### config.mk
export PLATFORM = sky130hd
export DESIGN_NAME = nand_cachepgm_ctl
export DESIGN_NICKNAME = d
export VERILOG_FILES = /design/src/rtl/nand_cp_pkg.sv /design/src/rtl/nand_cp_front.sv /design/src/rtl/nand_cp_array.sv /design/src/rtl/nand_cachepgm_ctl.sv
export SDC_FILE = /design/constraint.sdc
export NUM_CORES = 2
export LEC_CHECK = 0
export BUFFER_PORTS_ARGS = -buffer_cell sky130_fd_sc_hd__buf_2
export CAP_MARGIN = 20
export CORE_MARGIN = 2
export CORE_UTILIZATION = 37
export CTS_CLUSTER_DIAMETER = 100
export CTS_CLUSTER_SIZE = 30
export DETAILED_ROUTE_END_ITERATION = 12
export GPL_TIMING_DRIVEN = 0
export PLACE_DENSITY = 0.53
export SYNTH_ARGS = -nofsm -noshare
export SYNTH_HDL_FRONTEND = slang
export SYNTH_SLANG_ARGS = --single-unit
export TNS_END_PERCENT = 10
### constraint.sdc
create_clock -name clk -period 10.2 [get_ports clk]
set_input_delay 1.53 -clock clk [delete_from_list [all_inputs] [get_ports clk]]
set_output_delay 1.53 -clock clk [all_outputs]
set_load 0.03 [all_outputs]
### src/rtl/nand_cp_pkg.sv
package nand_cp_pkg;
  localparam logic [7:0] CMD_SETUP    = 8'h80;
  localparam logic [7:0] CMD_CACHE_GO = 8'h15;
  localparam logic [7:0] CMD_PAGE_GO  = 8'h10;
  localparam logic [7:0] CMD_STATUS   = 8'h70;

  typedef enum logic [2:0] {
    S_IDLE, S_ADDR, S_DATA, S_WAIT, S_XFER, S_FINISH
  } cp_state_t;
endpackage

### src/rtl/nand_cp_front.sv
module nand_cp_front
  import nand_cp_pkg::*;
#(
  parameter int PAGE_BYTES      = 16,
  parameter int PAGES_PER_BLOCK = 4,
  parameter int ROW_W           = 4,
  parameter int MAX_SEQ         = 64,
  parameter int XFER_CYC        = 4,
  localparam int COL_W = $clog2(PAGE_BYTES),
  localparam int LD_W  = $clog2(PAGE_BYTES + 1),
  localparam int PG_W  = $clog2(PAGES_PER_BLOCK),
  localparam int SQ_W  = $clog2(MAX_SEQ + 1),
  localparam int XC_W  = $clog2(XFER_CYC + 1)
) (
  input  logic                    clk,
  input  logic                    rst,
  input  logic                    cmd_wr,
  input  logic                    addr_wr,
  input  logic                    data_wr,
  input  logic [7:0]              io_in,
  input  logic                    arr_busy,
  output logic                    arr_start,
  output logic [PAGE_BYTES*8-1:0] cache_flat,
  output logic [ROW_W-1:0]        page_row,
  output logic                    page_bad,
  output logic                    busy_o,
  output logic                    final_q
);
  cp_state_t          state;
  logic [1:0]         acnt;
  logic [LD_W-1:0]    ld_cnt;
  logic [XC_W-1:0]    xcnt;
  logic               seq_on;
  logic [ROW_W-PG_W-1:0] seq_blk;
  logic [SQ_W-1:0]    seq_cnt;
  logic [7:0]         cache [PAGE_BYTES];
  logic               loading, wr_byte, confirm;
  logic [ROW_W-PG_W-1:0] blk_new;

  assign loading = (state == S_IDLE) || (state == S_ADDR) || (state == S_DATA);
  assign confirm = cmd_wr && (state == S_DATA) &&
                   ((io_in == CMD_CACHE_GO) || (io_in == CMD_PAGE_GO));
  assign wr_byte = data_wr && !cmd_wr && (state == S_DATA) && (ld_cnt < LD_W'(PAGE_BYTES));
  assign blk_new = page_row[ROW_W-1:PG_W];
  assign arr_start = (state == S_XFER) && (xcnt == XC_W'(XFER_CYC - 1));
  assign busy_o = !loading;

  always_ff @(posedge clk) begin
    if (wr_byte) cache[ld_cnt[COL_W-1:0]] <= io_in;
  end

  for (genvar g = 0; g < PAGE_BYTES; g++) begin : g_pad
    assign cache_flat[g*8 +: 8] = (LD_W'(g) < ld_cnt) ? cache[g] : 8'hFF;
  end

  always_ff @(posedge clk) begin
    if (rst) begin
      state    <= S_IDLE;
      acnt     <= '0;
      ld_cnt   <= '0;
      page_row <= '0;
      xcnt     <= '0;
      final_q  <= 1'b0;
      seq_on   <= 1'b0;
      seq_blk  <= '0;
      seq_cnt  <= '0;
      page_bad <= 1'b0;
    end else begin
      case (state)
        S_IDLE, S_ADDR, S_DATA: begin
          if (cmd_wr && io_in == CMD_SETUP) begin
            state  <= S_ADDR;
            acnt   <= '0;
            ld_cnt <= '0;
          end else if (confirm) begin
            state   <= S_WAIT;
            final_q <= (io_in == CMD_PAGE_GO);
            seq_on  <= (io_in == CMD_CACHE_GO);
            if (!seq_on) begin
              seq_blk  <= blk_new;
              seq_cnt  <= SQ_W'(1);
              page_bad <= 1'b0;
            end else begin
              page_bad <= (blk_new != seq_blk) || (seq_cnt >= SQ_W'(MAX_SEQ));
              if (seq_cnt < SQ_W'(MAX_SEQ)) seq_cnt <= seq_cnt + 1'b1;
            end
          end else if (addr_wr && !cmd_wr && state == S_ADDR) begin
            if (acnt == 2'd2) page_row <= io_in[ROW_W-1:0];
            if (acnt == 2'd3) state <= S_DATA;
            acnt <= acnt + 1'b1;
          end else if (wr_byte) begin
            ld_cnt <= ld_cnt + 1'b1;
          end
        end
        S_WAIT: if (!arr_busy) begin
          state <= S_XFER;
          xcnt  <= '0;
        end
        S_XFER: begin
          if (arr_start) state <= final_q ? S_FINISH : S_IDLE;
          else           xcnt  <= xcnt + 1'b1;
        end
        S_FINISH: if (!arr_busy) state <= S_IDLE;
        default: state <= S_IDLE;
      endcase
    end
  end

  a_r3_load_bound: assert property (@(posedge clk) disable iff (rst)
    ld_cnt <= LD_W'(PAGE_BYTES));
  a_r11_seq_cap: assert property (@(posedge clk) disable iff (rst)
    seq_cnt <= SQ_W'(MAX_SEQ));
  a_r7_start_idle: assert property (@(posedge clk) disable iff (rst)
    arr_start |-> !arr_busy);
endmodule

### src/rtl/nand_cp_array.sv
module nand_cp_array #(
  parameter int PAGE_BYTES = 16,
  parameter int ROW_W      = 4,
  parameter int PROG_CYC   = 24,
  localparam int COL_W  = $clog2(PAGE_BYTES),
  localparam int MEM_AW = ROW_W + COL_W,
  localparam int CNT_W  = $clog2(PROG_CYC + 1)
) (
  input  logic                    clk,
  input  logic                    rst,
  input  logic                    start,
  input  logic [PAGE_BYTES*8-1:0] cache_flat,
  input  logic [ROW_W-1:0]        row_in,
  input  logic                    bad_in,
  input  logic                    err_in,
  input  logic [MEM_AW-1:0]       rd_addr,
  output logic [7:0]              rd_data,
  output logic                    busy,
  output logic                    sr_cur,
  output logic                    sr_prev
);
  logic [PAGE_BYTES*8-1:0] pb_flat;
  logic [ROW_W-1:0]        pb_row;
  logic                    pb_bad, pb_inj;
  logic [CNT_W-1:0]        cnt;
  logic [7:0]              mem [2**MEM_AW];
  logic                    we;
  logic [MEM_AW-1:0]       wa;

  assign we = busy && (cnt < CNT_W'(PAGE_BYTES)) && !pb_bad;
  assign wa = {pb_row, cnt[COL_W-1:0]};

  always_ff @(posedge clk) begin
    if (start) pb_flat <= cache_flat;
  end

  always_ff @(posedge clk) begin
    if (we) mem[wa] <= pb_flat[{cnt[COL_W-1:0], 3'b000} +: 8];
    rd_data <= mem[rd_addr];
  end

  always_ff @(posedge clk) begin
    if (rst) begin
      busy    <= 1'b0;
      cnt     <= '0;
      pb_row  <= '0;
      pb_bad  <= 1'b0;
      pb_inj  <= 1'b0;
      sr_cur  <= 1'b0;
      sr_prev <= 1'b0;
    end else if (start) begin
      busy   <= 1'b1;
      cnt    <= '0;
      pb_row <= row_in;
      pb_bad <= bad_in;
      pb_inj <= err_in;
    end else if (busy) begin
      if (cnt == CNT_W'(PROG_CYC - 1)) begin
        busy    <= 1'b0;
        sr_prev <= sr_cur;
        sr_cur  <= pb_bad | pb_inj;
      end else begin
        cnt <= cnt + 1'b1;
      end
    end
  end

  a_r4_cnt_range: assert property (@(posedge clk) disable iff (rst)
    busy |-> cnt < CNT_W'(PROG_CYC));
endmodule

### src/rtl/nand_cachepgm_ctl.sv
module nand_cachepgm_ctl
  import nand_cp_pkg::*;
#(
  parameter int PAGE_BYTES      = 16,
  parameter int PAGES_PER_BLOCK = 4,
  parameter int BLOCKS          = 4,
  parameter int MAX_SEQ         = 64,
  parameter int XFER_CYC        = 4,
  parameter int PROG_CYC        = 24,
  localparam int ROW_W  = $clog2(PAGES_PER_BLOCK * BLOCKS),
  localparam int MEM_AW = ROW_W + $clog2(PAGE_BYTES)
) (
  input  logic              clk,
  input  logic              rst,
  input  logic              cmd_wr,
  input  logic              addr_wr,
  input  logic              data_wr,
  input  logic [7:0]        io_in,
  input  logic              err_inject,
  output logic [7:0]        io_out,
  output logic              busy_o,
  input  logic [MEM_AW-1:0] mem_rd_addr,
  output logic [7:0]        mem_rd_data
);
  logic                    arr_start, arr_busy, page_bad, final_q;
  logic                    sr_cur, sr_prev, stat_mode;
  logic [PAGE_BYTES*8-1:0] cache_flat;
  logic [ROW_W-1:0]        page_row;
  logic [7:0]              status;

  nand_cp_front #(
    .PAGE_BYTES(PAGE_BYTES), .PAGES_PER_BLOCK(PAGES_PER_BLOCK), .ROW_W(ROW_W),
    .MAX_SEQ(MAX_SEQ), .XFER_CYC(XFER_CYC)
  ) u_front (
    .clk(clk), .rst(rst), .cmd_wr(cmd_wr), .addr_wr(addr_wr), .data_wr(data_wr),
    .io_in(io_in), .arr_busy(arr_busy), .arr_start(arr_start),
    .cache_flat(cache_flat), .page_row(page_row), .page_bad(page_bad),
    .busy_o(busy_o), .final_q(final_q)
  );

  nand_cp_array #(
    .PAGE_BYTES(PAGE_BYTES), .ROW_W(ROW_W), .PROG_CYC(PROG_CYC)
  ) u_array (
    .clk(clk), .rst(rst), .start(arr_start), .cache_flat(cache_flat),
    .row_in(page_row), .bad_in(page_bad), .err_in(err_inject),
    .rd_addr(mem_rd_addr), .rd_data(mem_rd_data), .busy(arr_busy),
    .sr_cur(sr_cur), .sr_prev(sr_prev)
  );

  assign status = {1'b1, !busy_o, !busy_o && !arr_busy, 3'b000, sr_prev, sr_cur};

  always_ff @(posedge clk) begin
    if (rst) begin
      stat_mode <= 1'b0;
      io_out    <= 8'h00;
    end else begin
      if (cmd_wr) stat_mode <= (io_in == CMD_STATUS);
      io_out <= stat_mode ? status : 8'h00;
    end
  end

  a_r8_final_done: assert property (@(posedge clk) disable iff (rst)
    ($fell(busy_o) && final_q) |-> !arr_busy);
endmodule

## Yosys cells after proc, flatten, opt, wreduce, memory -nomap -nowiden

Memories as Yosys holds them, arrays and structs flattened. A register that Yosys moved wholly into a read port is not among the register bits.
Index checks and enable logic that the tools add are counted.

- Bits of input ports: 22
- Output and inout bits: 17
- Memories kept: 2
- RAM bits: 2,176
- Flip-flop bits (word level): 52

- Shift operators: 1
- Multiplexer cells: 29
- Eq/ne operators: 23
- Add/subtract/negate cells: 5
- Reductions and logical operators: 53
- Bitwise operators: 7
- Order comparisons: 20

Memory list:

| name | depth | width | read ports | clocked after memory_dff | write ports | line | RTL |
|---|---|---|---|---|---|---|---|
| u_array.mem | 256 | 8 | 1 | 1 | 1 | nand_cp_array.sv:26 | `logic [7:0] mem [2**MEM_AW];` |
| u_front.cache | 16 | 8 | 16 | 16 | 1 | nand_cp_front.sv:36 | `logic [7:0] cache [PAGE_BYTES];` |

Operators with widths:

| operator | count |
|---|---|
| $shiftx A128 B8 Y8 | 1 |
| $lt A4 B5 Y1 const A | 8 |
| $mux W3 | 9 |
| $logic_not A1 Y1 | 20 |
| $lt A3 B5 Y1 const A | 4 |
| $mux W5 | 4 |
| $eq A8 B5 Y1 const B | 2 |
| $mux W7 | 2 |
| $logic_and A1 B1 Y1 | 12 |
| $ne A2 B2 Y1 const B | 6 |
| $pmux W3 S4 | 1 |
| $reduce_and A3 Y1 | 4 |
| $reduce_and A4 Y1 | 3 |
| $add A5 B1 Y5 const B | 2 |
| $lt A1 B5 Y1 const A | 2 |
| $lt A2 B5 Y1 const A | 2 |
| $lt A5 B5 Y1 const B | 2 |
| $reduce_and A5 Y1 | 2 |
| $eq A3 B2 Y1 const B | 3 |
| $eq A8 B7 Y1 const B | 1 |
| $eq A8 B8 Y1 const B | 1 |
| $mux W1 | 8 |
| $mux W8 | 1 |
| $ne A4 B1 Y1 const B | 2 |
| 21 further kinds | 36 |

## Depth between registers and ports, before layout

- Word-level depth: 8
- Depth in mapped cells: 11

## Cells and area by module

From an unflattened synthesis, not the netlist that was laid out.

- Cell total of the unflattened synthesis: 4,586
- Area total of the unflattened synthesis: 91,655.4 sq um

By module, submodules not included:

| module | times used | cells an instance | area an instance (sq um) |
|---|---|---|---|
| nand_cp_array | 1 | 4,068 | 85,029.0 |
| nand_cp_front | 1 | 497 | 6,413.7 |
| nand_cachepgm_ctl | 1 | 21 | 212.7 |

## Worst setup path after synthesis

No wires, ideal clock.

- Path kind: flip-flop to flip-flop
- Start point: reg u_front.state[1]
- End point: reg u_array.pb_flat[0], read port of u_front.cache (enable)
- Cell stages (with the launch flop): 6
- Period minus slack after synthesis: 4.030 ns
- Data arrival time: 3.545 ns
- Slack: 6.170 ns
- Buffers on the path: 1
- Required time: 9.715 ns
- Path through: dfxtp_1 nand2b_1 nor2_1 nand2_1 clkbuf_1 inv_1

- Longest elaborated chain between the ends: 2

RTL lines:

| item | line | RTL |
|---|---|---|
| start, declared | nand_cp_front.sv:29 | `cp_state_t state;` |
| start signal, assigned | nand_cp_front.sv:100 | `if (arr_start) state <= final_q ? S_FINISH : S_IDLE;` |
| $eq A3 B3 Y1 | nand_cp_front.sv:45 | `assign arr_start = (state == S_XFER) && (xcnt == XC_W'(XFER_CYC - 1));` |
| $logic_and A1 B1 Y1 | nand_cp_front.sv:45 |  |
| via arr_start | nand_cachepgm_ctl.sv:25 | `logic arr_start, arr_busy, page_bad, final_q;` |
| end, declared | nand_cp_array.sv:22 | `logic [PAGE_BYTES*8-1:0] pb_flat;` |

The timed path passes the listed nets, and every way through them passes these cells.
A chain may end at the register's enable or synchronous reset.

==> flow_summary.yaml <==
setup_path:
  crit_fanout: 10
  crit_chain: "buf_2 > buf_4 > buf_2 > buf_2 > mux4_2 > a22oi_1 > a21oi_1 > nor3_1 > o31ai_1 > o311a_1"
  cp-end-kind: "flip-flop"
  critPathRequiredTime_ns: 10.89
  critPathMaxStageDelay_ns: 0.74
  cp.arrival_ns: 6.18
  crit_top_cell: "buf_2"
  critPathBufInv: 4
  path_class: "in -> reg"
  critPathLaunchType: "input port"
  slowest_stage: "buf_2"
  cp_top_family: "buffers and inverters"
grt:
  grt_pass1_vias: 45830
  track_usage_pct: 22.49
  grt_remaining_overflow: 0
  antenna_found_initial: 17
  grt_pass1_wl_mm: 387.9
  grt_max_degree: 95
synthesis:
  synth_seq_area_share_pct: 77.01
  async_flop_share_pct: 0
  syn_area_um2: 91320
  synth_area_leaders: "edfxtp_1 76%, mux4_2 12%, mux2i_1 1.4%"
  ys.flop_type: "edfxtp_1"
  syn-instance-count: 4527
  yosysUniqueCellTypes: 73
  synth_edf_count: 2304
  yosys_warnings: 0
  yosysTopAreaCellShare_pct: 75.76
  synth_top_cell_by_area: "edfxtp_1"
  ys_seq_elements: 2361
  syn_avg_cell_area_um2: 20.17
sta:
  relSlewSlack_pct: 13.91
  fmax_mhz: 182.0
  setup_viol: 0
  hold_viol: 0
  post-route-period-util_pct: 53.87
  skew_ns: 0.06674
  rsz0062_at_grt: "false"
  setup_slack_ns: 4.706
  tightest_slew_ns: 1.291
  maxSlewViolCount: 0
  fin_crit_ns: 5.494
  setup_tns_ns: 0
finish:
  nNetsFinal: 4757
  drive_gt1_share_pct: 20.57
  syn_to_final_growth_pct: 9.262
  final_util_pct: 40.61
power:
  vdd_drop_max_mv: 0.1468
  p_switching_uw: 3750
  share_seq_of_total_power_pct: 63.8
  clkPwrFrac_pct: 31.0
  p_leak_uw: 0.03018
  power_frac_comb_pct: 5.3
  switching_share_pct: 22.82
  powerDensity_nw_per_um2: 164.7
  power_uw: 16430
  internal_power_uw: 12680
placed_design:
  dp_slack_ns: 4.030
  dp_hpwl_mm: 193.5
  place_congestion: 0.8941
  io_buffers: 33
cts:
  cts.sinks: 2361
  cts-buffers-inserted: 97
  cts_max_level: 3
  cts_resized: 0
  cts_setup_buffers: 0
  clk_pin_slew_ns: 0.12
  postCtsHoldBufs: 0
  tritoncts: "yes"
  cts_root_buf: "clkbuf_16"
  insertion_delay_ns: 0.83
  cts_buffer_depth: 3
worst_hold_path:
  hp-class: "reg -> reg"
floorplan:
  die_area_um2: 250800
  start_util_pct: 37.17
  core_um2: 245700
  fp.dieW_um: 500.8
  die_h_um: 500.8
  ioPinCount: 39
  rows: 182
flow_run:
  drv_cap: 0
route:
  dr.pass1.iters: 6
  ant_nets: 0
  viasPerCell: 5.873
  drt_wl_total_mm: 285.4
  vias: 47100
  drt-wirelength-per-cell_um: 35.59
  drt_iter0_markers: 7259
  drc_errors: 0
outcome:
  status: "completed"
-- per-stage QoR --
stage / cell area [um^2] / hold slack [ns] / instances
finish: 99780 / 0.4639 / 8020
global route: 99750 / 0.4896 / 8009
global placement: 95520 / 0.4474 / 7782
floorplan: 91330 / 0.4295 / 4529
CTS: 99690 / 0.4629 / 8001
detailed placement: 96610 / 0.4493 / 7836
-- path summary, 6_finish.rpt --
kind                         endpoint  slack, ns        startpoint  depth (start not counted)
hold / removal         u_array.pb_bad       0.46  u_front.page_bad                          2
setup / recovery   u_array.rd_data[2]       4.71    mem_rd_addr[1]                         10
hold reg to reg        u_array.pb_bad       0.46  u_front.page_bad                          2
setup reg to reg  u_array.mem[220][0]       5.57    u_array.cnt[2]                          5
-- synthesized netlist by cell type (all sizes together), types with 14 or more instances --
library cell / count
dfxtp: 57
nor2: 334
o221ai: 36
o21ai: 42
o22ai: 30
nand3: 31
a211oi: 19
nor4: 32
nand2: 86
mux2i: 132
nor3: 28
or2: 111
a21oi: 142
nand2b: 46
a221oi: 20
a22oi: 159
a31oi: 18
mux4: 475
clkbuf: 117
edfxtp: 2304
nor2b: 14
buf: 150
-- worst reg2reg max path: cells and delay by family, from the launching register on --
family	cells	cell delay (ns)
buffers and inverters	3	1.99
DFF	1	0.33
and+or+nand+nor	2	1.92
-- final cells by class --
cell class	instances	area, um^2
Inverter	15	61.31
Timing Repair Buffer	94	1246
Clock buffer	124	2560
Tap cell	3220	4029
Buffer	267	1585
Clock inverter	41	518.0
Sequential cell	2361	70330
Multi-Input combinational cell	1886	19420
Fill cell	21800	145900
Antenna cell	12	30.03
-- power by group through the flow --
stage	Sequential [uW]	Clock, uW	Combinational (uW)
2_1_floorplan	10700	0	428
3_3_place_gp	10700	0	843
3_5_place_dp	10700	0	853
4_1_cts	10500	5140	855
5_1_grt	10500	5430	878
6_report	10500	5090	867
-- flip-flops by register name, summed over array words and instances (netlist names), 2 cells and up --
signal	flops
u_front.seq_blk	2
u_front.state	3
u_array.rd_data	8
u_array.cnt	5
u_front.seq_cnt	7
u_front.xcnt	3
io_out	5
u_front.page_row	4
u_array.pb_row	4
u_array.mem	2048
u_front.ld_cnt	5
u_array.pb_flat	128
u_front.cache	128
u_front.acnt	2
-- metal layers --
metal	vias up	track usage (%)	part of all wire, %
li1	18900	-	-
met1	25670	31.32	41
met2	2227	36.02	47
met3	307	4.085	8.5
met4	2	6.834	3.3
met5	-	0	0.0028
-- layout by cell type, fill, tap and decap left out, types with 14 or more instances in the layout --
master / n
clkbuf_16: 98
edfxtp_1: 2304
o221ai_1: 34
a211oi_1: 19
o22ai_1: 30
nand3_1: 31
buf_2: 117
nor2b_1: 14
o21ai_0: 38
mux4_2: 467
dfxtp_1: 57
buf_4: 33
or2_2: 109
clkbuf_2: 14
a31oi_1: 18
nand2_1: 86
buf_6: 32
nand2b_1: 46
mux2i_1: 132
nor4_1: 29
nor3_1: 24
buf_16: 27
a21oi_1: 142
nor2_1: 334
clkbuf_1: 129
a221oi_1: 19
a22oi_1: 159
-- logic make-up after synthesis --
| logic type | after synthesis | share of synthesized area (%) |
|---|---|---|
| buffers and inverters | 282 | 1.780 |
| and+or+nand+nor | 726 | 3.827 |
| other | 1 | 0.004106 |
| AOI/OAI and AO/OA | 527 | 3.935 |
| adders and majority gates | 13 | 0.1781 |
| muxes | 609 | 13.19 |
| xor gates and xnor gates | 8 | 0.07673 |
| DFF | 2361 | 77.01 |
No activity file was read; power rests on OpenSTA's default activity.
